File: src/rtl/sbc_pkg.sv
package sbc_pkg;
  typedef enum logic {PH_IDLE = 1'b0, PH_RUN = 1'b1} phase_e;
endpackage

File: src/rtl/sbc_rst_sync.sv
module sbc_rst_sync (
  input  logic clk,
  input  logic rst_n,
  output logic rst_n_sync
);
  logic [1:0] sync_q;

  always_ff @(posedge clk or negedge rst_n) begin
    if (!rst_n) sync_q <= 2'b00;
    else        sync_q <= {sync_q[0], 1'b1};
  end

  assign rst_n_sync = sync_q[1];
endmodule

File: src/rtl/sbc_addr_seq.sv
module sbc_addr_seq
  import sbc_pkg::*;
#(
  parameter int ADDR_W = 16,
  parameter int CNT_W  = 8
) (
  input  logic              clk,
  input  logic              rst_n,
  input  logic              start_i,
  input  logic [ADDR_W-1:0] base_i,
  input  logic [ADDR_W-1:0] stride_i,
  input  logic [CNT_W-1:0]  count_i,
  input  logic              issue_i,
  output logic [ADDR_W-1:0] cur_addr_o,
  output logic              active_o,
  output logic              done_o
);
  phase_e            phase_q, phase_d;
  logic [ADDR_W-1:0] addr_q, addr_d;
  logic [ADDR_W-1:0] stride_q, stride_d;
  logic [CNT_W-1:0]  rem_q, rem_d;
  logic              done_q, done_d;
  logic              ctx_en;

  // next-state
  always_comb begin
    phase_d  = phase_q;
    addr_d   = addr_q;
    stride_d = stride_q;
    rem_d    = rem_q;
    done_d   = 1'b0;
    ctx_en   = 1'b0;
    unique case (phase_q)
      PH_IDLE: begin
        if (start_i) begin
          if (count_i == '0) begin
            done_d = 1'b1;
          end else begin
            ctx_en   = 1'b1;
            phase_d  = PH_RUN;
            addr_d   = base_i;
            stride_d = stride_i;
            rem_d    = count_i;
          end
        end
      end
      PH_RUN: begin
        if (issue_i) begin
          ctx_en = 1'b1;
          addr_d = addr_q + stride_q;
          rem_d  = rem_q - 1'b1;
          if (rem_q == CNT_W'(1)) begin
            phase_d = PH_IDLE;
            done_d  = 1'b1;
          end
        end
      end
      default: phase_d = PH_IDLE;
    endcase
  end

  // state registers
  always_ff @(posedge clk or negedge rst_n) begin
    if (!rst_n) begin
      phase_q <= PH_IDLE;
      done_q  <= 1'b0;
    end else begin
      phase_q <= phase_d;
      done_q  <= done_d;
    end
  end

  always_ff @(posedge clk or negedge rst_n) begin
    if (!rst_n) begin
      addr_q   <= '0;
      stride_q <= '0;
      rem_q    <= '0;
    end else if (ctx_en) begin
      addr_q   <= addr_d;
      stride_q <= stride_d;
      rem_q    <= rem_d;
    end
  end

  assign cur_addr_o = addr_q;
  assign active_o   = (phase_q == PH_RUN);
  assign done_o     = done_q;
endmodule

File: src/rtl/sbc_bank_timers.sv
module sbc_bank_timers #(
  parameter int NBANK = 4,
  parameter int BUSY  = 3
) (
  input  logic             clk,
  input  logic             rst_n,
  input  logic [NBANK-1:0] fire_i,
  output logic [NBANK-1:0] free_o
);
  localparam int TMR_W = (BUSY > 1) ? $clog2(BUSY) : 1;
  localparam logic [TMR_W-1:0] RELOAD = TMR_W'(BUSY - 1);

  for (genvar b = 0; b < NBANK; b++) begin : g_bank
    logic [TMR_W-1:0] cnt_q, cnt_d;
    logic             cnt_en;

    always_comb begin
      cnt_en = fire_i[b] || (cnt_q != '0);
      if (fire_i[b]) cnt_d = RELOAD;
      else           cnt_d = cnt_q - 1'b1;
    end

    always_ff @(posedge clk or negedge rst_n) begin
      if (!rst_n)      cnt_q <= '0;
      else if (cnt_en) cnt_q <= cnt_d;
    end

    assign free_o[b] = (cnt_q == '0);
  end
endmodule

File: src/rtl/sbc_issue.sv
module sbc_issue #(
  parameter int NBANK  = 4,
  parameter int ADDR_W = 16,
  localparam int BW    = $clog2(NBANK),
  localparam int LAW   = ADDR_W - BW
) (
  input  logic                 active_i,
  input  logic [ADDR_W-1:0]    cur_addr_i,
  input  logic [NBANK-1:0]     free_i,
  output logic                 issue_o,
  output logic                 stall_o,
  output logic [NBANK-1:0]     req_o,
  output logic [NBANK*LAW-1:0] addr_o
);
  logic [BW-1:0]  sel;
  logic [LAW-1:0] local_addr;
  logic           sel_free;

  always_comb begin
    sel        = cur_addr_i[BW-1:0];
    local_addr = cur_addr_i[ADDR_W-1:BW];
    sel_free   = free_i[sel];
    issue_o    = active_i && sel_free;
    stall_o    = active_i && !sel_free;
  end

  for (genvar b = 0; b < NBANK; b++) begin : g_out
    assign req_o[b]               = issue_o && (sel == BW'(b));
    assign addr_o[b*LAW +: LAW]   = req_o[b] ? local_addr : '0;
  end
endmodule

File: src/rtl/strided_bank_ctrl.sv
module strided_bank_ctrl #(
  parameter int ADDR_W = 16,
  parameter int CNT_W  = 8,
  parameter int NBANK  = 4,
  parameter int BUSY   = 3,
  localparam int BW    = $clog2(NBANK),
  localparam int LAW   = ADDR_W - BW
) (
  input  logic                 clk,
  input  logic                 rst_n,
  input  logic                 start_i,
  input  logic [ADDR_W-1:0]    base_i,
  input  logic [ADDR_W-1:0]    stride_i,
  input  logic [CNT_W-1:0]     count_i,
  output logic [NBANK-1:0]     bank_req_o,
  output logic [NBANK*LAW-1:0] bank_addr_o,
  output logic                 stall_o,
  output logic                 done_o
);
  logic              rst_n_s;
  logic [ADDR_W-1:0] cur_addr;
  logic              active;
  logic              issue;
  logic [NBANK-1:0]  free;

  sbc_rst_sync u_rst (
    .clk        (clk),
    .rst_n      (rst_n),
    .rst_n_sync (rst_n_s)
  );

  sbc_addr_seq #(.ADDR_W(ADDR_W), .CNT_W(CNT_W)) u_seq (
    .clk        (clk),
    .rst_n      (rst_n_s),
    .start_i    (start_i),
    .base_i     (base_i),
    .stride_i   (stride_i),
    .count_i    (count_i),
    .issue_i    (issue),
    .cur_addr_o (cur_addr),
    .active_o   (active),
    .done_o     (done_o)
  );

  sbc_bank_timers #(.NBANK(NBANK), .BUSY(BUSY)) u_tmr (
    .clk    (clk),
    .rst_n  (rst_n_s),
    .fire_i (bank_req_o),
    .free_o (free)
  );

  sbc_issue #(.NBANK(NBANK), .ADDR_W(ADDR_W)) u_iss (
    .active_i   (active),
    .cur_addr_i (cur_addr),
    .free_i     (free),
    .issue_o    (issue),
    .stall_o    (stall_o),
    .req_o      (bank_req_o),
    .addr_o     (bank_addr_o)
  );
endmodule

File: config.mk
export PLATFORM = sky130hd
export DESIGN_NAME = strided_bank_ctrl
export DESIGN_NICKNAME = d
export VERILOG_FILES = /design/src/rtl/sbc_pkg.sv /design/src/rtl/sbc_rst_sync.sv /design/src/rtl/sbc_addr_seq.sv /design/src/rtl/sbc_bank_timers.sv /design/src/rtl/sbc_issue.sv /design/src/rtl/strided_bank_ctrl.sv
export SDC_FILE = /design/constraint.sdc
export NUM_CORES = 1
export LEC_CHECK = 0
export ABC_AREA = 1
export BUFFER_PORTS_ARGS = -buffer_cell sky130_fd_sc_hd__buf_2
export CORE_MARGIN = 8
export CORE_UTILIZATION = 53
export DETAILED_ROUTE_END_ITERATION = 10
export GPL_TIMING_DRIVEN = 0
export PLACE_DENSITY = 0.81
export SETUP_SLACK_MARGIN = 0.4
export SYNTH_ARGS = -nofsm -noshare
export SYNTH_HDL_FRONTEND = slang
export SYNTH_SLANG_ARGS = --single-unit
export TNS_END_PERCENT = 100
File: constraint.sdc
create_clock -name clk -period 2.6 [get_ports clk]
set_input_delay 0.52 -clock clk [delete_from_list [all_inputs] [get_ports clk]]
set_output_delay 0.52 -clock clk [all_outputs]
set_load 0.01 [all_outputs]
==> implementation parameters <==
Parameter                              Value

Floorplan
  Count of boundary I/O pins ... 105
  Starting Density ... 54.85%
  Die H ... 100.1 microns
  Die Width ... 100.1 microns
  Core outline area ... 6832 sq um
  Overall die area ... 10020 sq um
  Site Rows ... 30

Timing
  Fin. Hold Viols ... 0
  Slew headroom ... 48.68%
  Slew at the pin with the worst max-slew slack ... 0.7639 ns
  Final worst hold slack ... 0.2342 ns
  Crit share post-route ... 105.7%
  Final setup violation count ... 57
  Period minus WS final ... 2.748 ns
  Fin Clk Skew ... 0.01612 ns
  Number of pins exceeding their max-slew limit in the final report ... 0
  Setup repair after global routing missed its margin ... true
  Upper clock frequency limit ... 363.8 MHz
  Minimum setup slack in the final design ... -0.1485 ns

Clock network
  Clock-pin slew of the registers on the worst-case setup and hold paths ... 0.11 ns
  Number of buffers inserted during clock tree synthesis ... 5
  Level count of the clock H-tree ... 2
  Number of buffers on the longest clock path ... 2
  CTS tree ... yes
  Num Clock Sinks ... 52
  Buffer type at the clock tree root ... sky130_fd_sc_hd__clkbuf_8
  Clock insertion delay at the later pin of the skew report ... 0.32 ns

Cells and area
  Final nets ... 810
  Sequential cell area ... 1305 sq um
  Cell area after layout ... 5474 sq um
  Share of post-route cells with drive strength above 1 ... 32.44%
  Area of the multi-input gates ... 2361 sq um
  Number of antenna diodes ... 0
  Filler Cell Count ... 463
  Area growth, synth to finish ... 46.08%
  Core utilization of the finished layout ... 80.13%

Pwr
  Internal Pwr Total ... 3974 uW
  Net switching fraction of the power ... 52.55%
  Share of total power in sequential cells ... 19.0%
  Switch Pwr ... 4401 uW
  Worst supply voltage drop on vdd ... 0.6444 mV
  Overall power consumption ... 8375 uW
  Leakage component of the power ... 0.003101 uW
  Portion of total power attributed to the clock network ... 5.8%
  Part of the power in combinational logic ... 75.2%
  Pwr per Cell Area ... 1530 nW/um^2

Flow run
  Count of maximum capacitance violations ... 0

Status
  Violated checks ... negative setup slack
  Status ... finished, violations left

Worst setup path
  Biggest fanout along the worst timing path ... 6
  Worst setup startpoint ... u_tmr.g_bank[1].cnt_q[0]
  Critical path destination ... bank_addr_o[22]
  Type of origin of the critical path ... register
  Setup crit end kind ... primary output
  Worst setup slack for register-to-register paths ... 0.22 ns
  Destination of the worst register-to-register timing path ... u_seq.cur_addr_o[6]
  Launch point of the worst reg-to-reg path ... u_tmr.g_bank[1].cnt_q[0]
  Number of cells on the worst reg-to-reg path ... 16
  Req. time, crit path ... 2.08 ns
  Worst endpoint data arrival time ... 2.23 ns
  Critical path class ... register to primary output

Global routing
  Maximum number of pins on one net before global-route repair ... 31
  Via count of the first global-routing pass ... 4247
  Total global routing track utilization ... 25.15%
  First-pass GRT wire length ... 20360 microns
  Initial antenna violation count ... 0
  Overflow left after global routing ... 0

Placement
  Pre-CTS worst setup slack ... 0.1198 ns
  Final estimated routing congestion in global placement ... 0.9528
  Post-detailed-placement half-perimeter wirelength ... 8878 microns
  Number of buffers added on ports ... 104
  Placed cell area ... 4409 sq um

Logic synthesis
  Synthesized area per cell ... 6.341 sq um
  Number of synthesized register bits ... 52
  Sequential-to-total area share from yosys stat ... 34.72%
  Syn_nets ... 656
  Post-Syn Area ... 3747 sq um
  Number of instances in the synthesized netlist ... 591
  Count of unique library cells instantiated by Yosys ... 28
  Synthesis Warnings ... 0

Detailed routing
  Pre-antenna DRT Iters ... 5
  Residual antenna-violating net count after detailed routing ... 0
  Post-route DRC ... 0
  DRC violation total after the first TritonRoute iteration ... 537
  Wire length reported by the detailed router ... 15300 microns
  Vias per inst ... 5.562
  DR WL/cell ... 18.17 microns
  Routed vias ... 4683

Worst hold path
  Classification of the worst-slack hold path ... register to asynchronous set/reset pin
==> per-stage QoR <==
stage                     TNS (ns)  cells
final                       -3.276    842
after global routing        -9.802    842
after CTS                 -0.09566    834
after detailed placement         0    792
after global placement           0    791
after floorplan                  0    591
==> Yosys cell counts <==
master	number	area (sq um)
sky130_fd_sc_hd__o211ai_1	1	7.510
sky130_fd_sc_hd__buf_4	1	7.510
sky130_fd_sc_hd__inv_1	93	349.1
sky130_fd_sc_hd__clkbuf_1	7	26.28
sky130_fd_sc_hd__buf_2	5	25.02
sky130_fd_sc_hd__a31oi_1	1	6.260
sky130_fd_sc_hd__nand3b_1	1	7.510
sky130_fd_sc_hd__buf_1	2	7.510
sky130_fd_sc_hd__xor2_1	4	35.03
sky130_fd_sc_hd__or2_2	2	12.51
sky130_fd_sc_hd__dfrtp_1	52	1301
sky130_fd_sc_hd__nor2_1	97	364.1
sky130_fd_sc_hd__ha_1	21	262.8
sky130_fd_sc_hd__nand3_1	36	180.2
sky130_fd_sc_hd__and2_1	1	6.260
sky130_fd_sc_hd__nand4_1	3	18.77
sky130_fd_sc_hd__nand3_2	2	20.02
sky130_fd_sc_hd__a21oi_1	9	45.04
sky130_fd_sc_hd__nor3_1	9	45.04
sky130_fd_sc_hd__xnor2_1	1	8.760
sky130_fd_sc_hd__conb_1	1	3.750
sky130_fd_sc_hd__fa_1	1	20.02
sky130_fd_sc_hd__nand2_1	204	765.7
sky130_fd_sc_hd__o21bai_1	1	7.510
sky130_fd_sc_hd__o21ai_0	30	150.1
sky130_fd_sc_hd__buf_6	1	11.26
sky130_fd_sc_hd__nor2_4	2	22.52
sky130_fd_sc_hd__mux2i_1	3	30.03
==> layout by cell type (no fill, tap or decap), types with 4 or more instances in the layout <==
cell                       instances
sky130_fd_sc_hd__buf_6            37
sky130_fd_sc_hd__nor2_2           17
sky130_fd_sc_hd__nor3_1            9
sky130_fd_sc_hd__buf_8             4
sky130_fd_sc_hd__inv_1            78
sky130_fd_sc_hd__ha_4              4
sky130_fd_sc_hd__nand2_2           4
sky130_fd_sc_hd__clkbuf_8          5
sky130_fd_sc_hd__a21oi_1           9
sky130_fd_sc_hd__buf_4            28
sky130_fd_sc_hd__nand3_4           4
sky130_fd_sc_hd__clkbuf_1          6
sky130_fd_sc_hd__nor2_1           58
sky130_fd_sc_hd__nor2_4           24
sky130_fd_sc_hd__o21ai_1           4
sky130_fd_sc_hd__inv_2            12
sky130_fd_sc_hd__nand3_1          31
sky130_fd_sc_hd__dfrtp_1          49
sky130_fd_sc_hd__nand2_1         199
sky130_fd_sc_hd__ha_1             17
sky130_fd_sc_hd__xor2_1            4
sky130_fd_sc_hd__o21ai_0          23
sky130_fd_sc_hd__buf_2            80
==> sequential cells by signal, indices dropped and copies added, names as in the netlist <==
signal              flops
u_tmr.g_bank.cnt_q      8
u_seq.cur_addr_o       16
u_seq.rem_q             8
u_rst.sync_q            2
u_seq.active_o          1
u_seq.stride_q         16
u_seq.done_o            1
==> worst min-delay path by stage <==
stage,startpoint,to,depth (start not counted)
2_1_floorplan,rst_n,u_rst.sync_q[0],0
5_1_grt,u_rst.sync_q[1],u_seq.rem_q[3],0
6_report,u_rst.sync_q[1],u_seq.rem_q[3],0
3_5_place_dp,u_rst.sync_q[1],u_seq.rem_q[3],0
3_3_place_gp,rst_n,u_rst.sync_q[1],1
4_1_cts,u_rst.sync_q[1],u_seq.rem_q[3],0
==> critical path, stage by stage (launching register included) <==
cell and delay (ns):
sky130_fd_sc_hd__dfrtp_1 0.43, sky130_fd_sc_hd__inv_2 0.11, sky130_fd_sc_hd__ha_4 0.17, sky130_fd_sc_hd__inv_4 0.04
sky130_fd_sc_hd__nand3_2 0.07, sky130_fd_sc_hd__nand4_1 0.18, sky130_fd_sc_hd__nor2_4 0.15, sky130_fd_sc_hd__buf_12 0.14
sky130_fd_sc_hd__nand3_4 0.12, sky130_fd_sc_hd__buf_6 0.19, sky130_fd_sc_hd__nor2_1 0.13, sky130_fd_sc_hd__buf_2 0.16
==> power groups by stage <==
stage               Sequential (uW)  Combinational [uW]  Clock [uW]
finish                         1590                6300         485
global route                   1610                6840         517
CTS                            1530                5210         498
detailed placement             1560                4160           0
global placement               1550                3970           0
floorplan                      1450                3090           0
==> cell families after synthesis <==
kind of cell               synth area share (%)
and+or+nand+nor                           38.50
buffers and inverters                     11.39
DFF                                       34.72
AOI/OAI and AO/OA                         5.776
adders and majority gates                 7.546
xor gates and xnor gates                  1.169
muxes                                    0.8014
other                                    0.1001
==> layer usage <==
layer / global-route usage, % / part of all wire (%) / vias to the layer above / wire length [microns]
met3: 4.083 / 9.9 / 77 / 1508
met5: 0 / 0 / - / 0
li1: - / - / 2109 / -
met2: 43.25 / 47 / 357 / 7232
met1: 31.01 / 38 / 2140 / 5851
met4: 8.605 / 4.6 / 0 / 704
==> final cells by class <==
cell class | instances | share of cell area, %
plain buffers | 16 | 2.331
clock buffers | 5 | 1.257
clock inverters | 3 | 0.4114
inverters | 93 | 6.560
multi-input cells | 430 | 43.13
flip-flops and latches | 52 | 23.84
well taps | 96 | 2.194
repair buffers | 147 | 20.27
==> timing repair <==
action | in CTS | in global routing
hold endpoints to repair | 2 | 0
gates resized for setup | 83 | 89
setup endpoints to repair | 61 | 85
hold buffers | 1 | 0
cloned | 2 | 2
buffers inserted | 31 | 6
pin swaps | 16 | 10
Power figures use the tool's default switching activity.
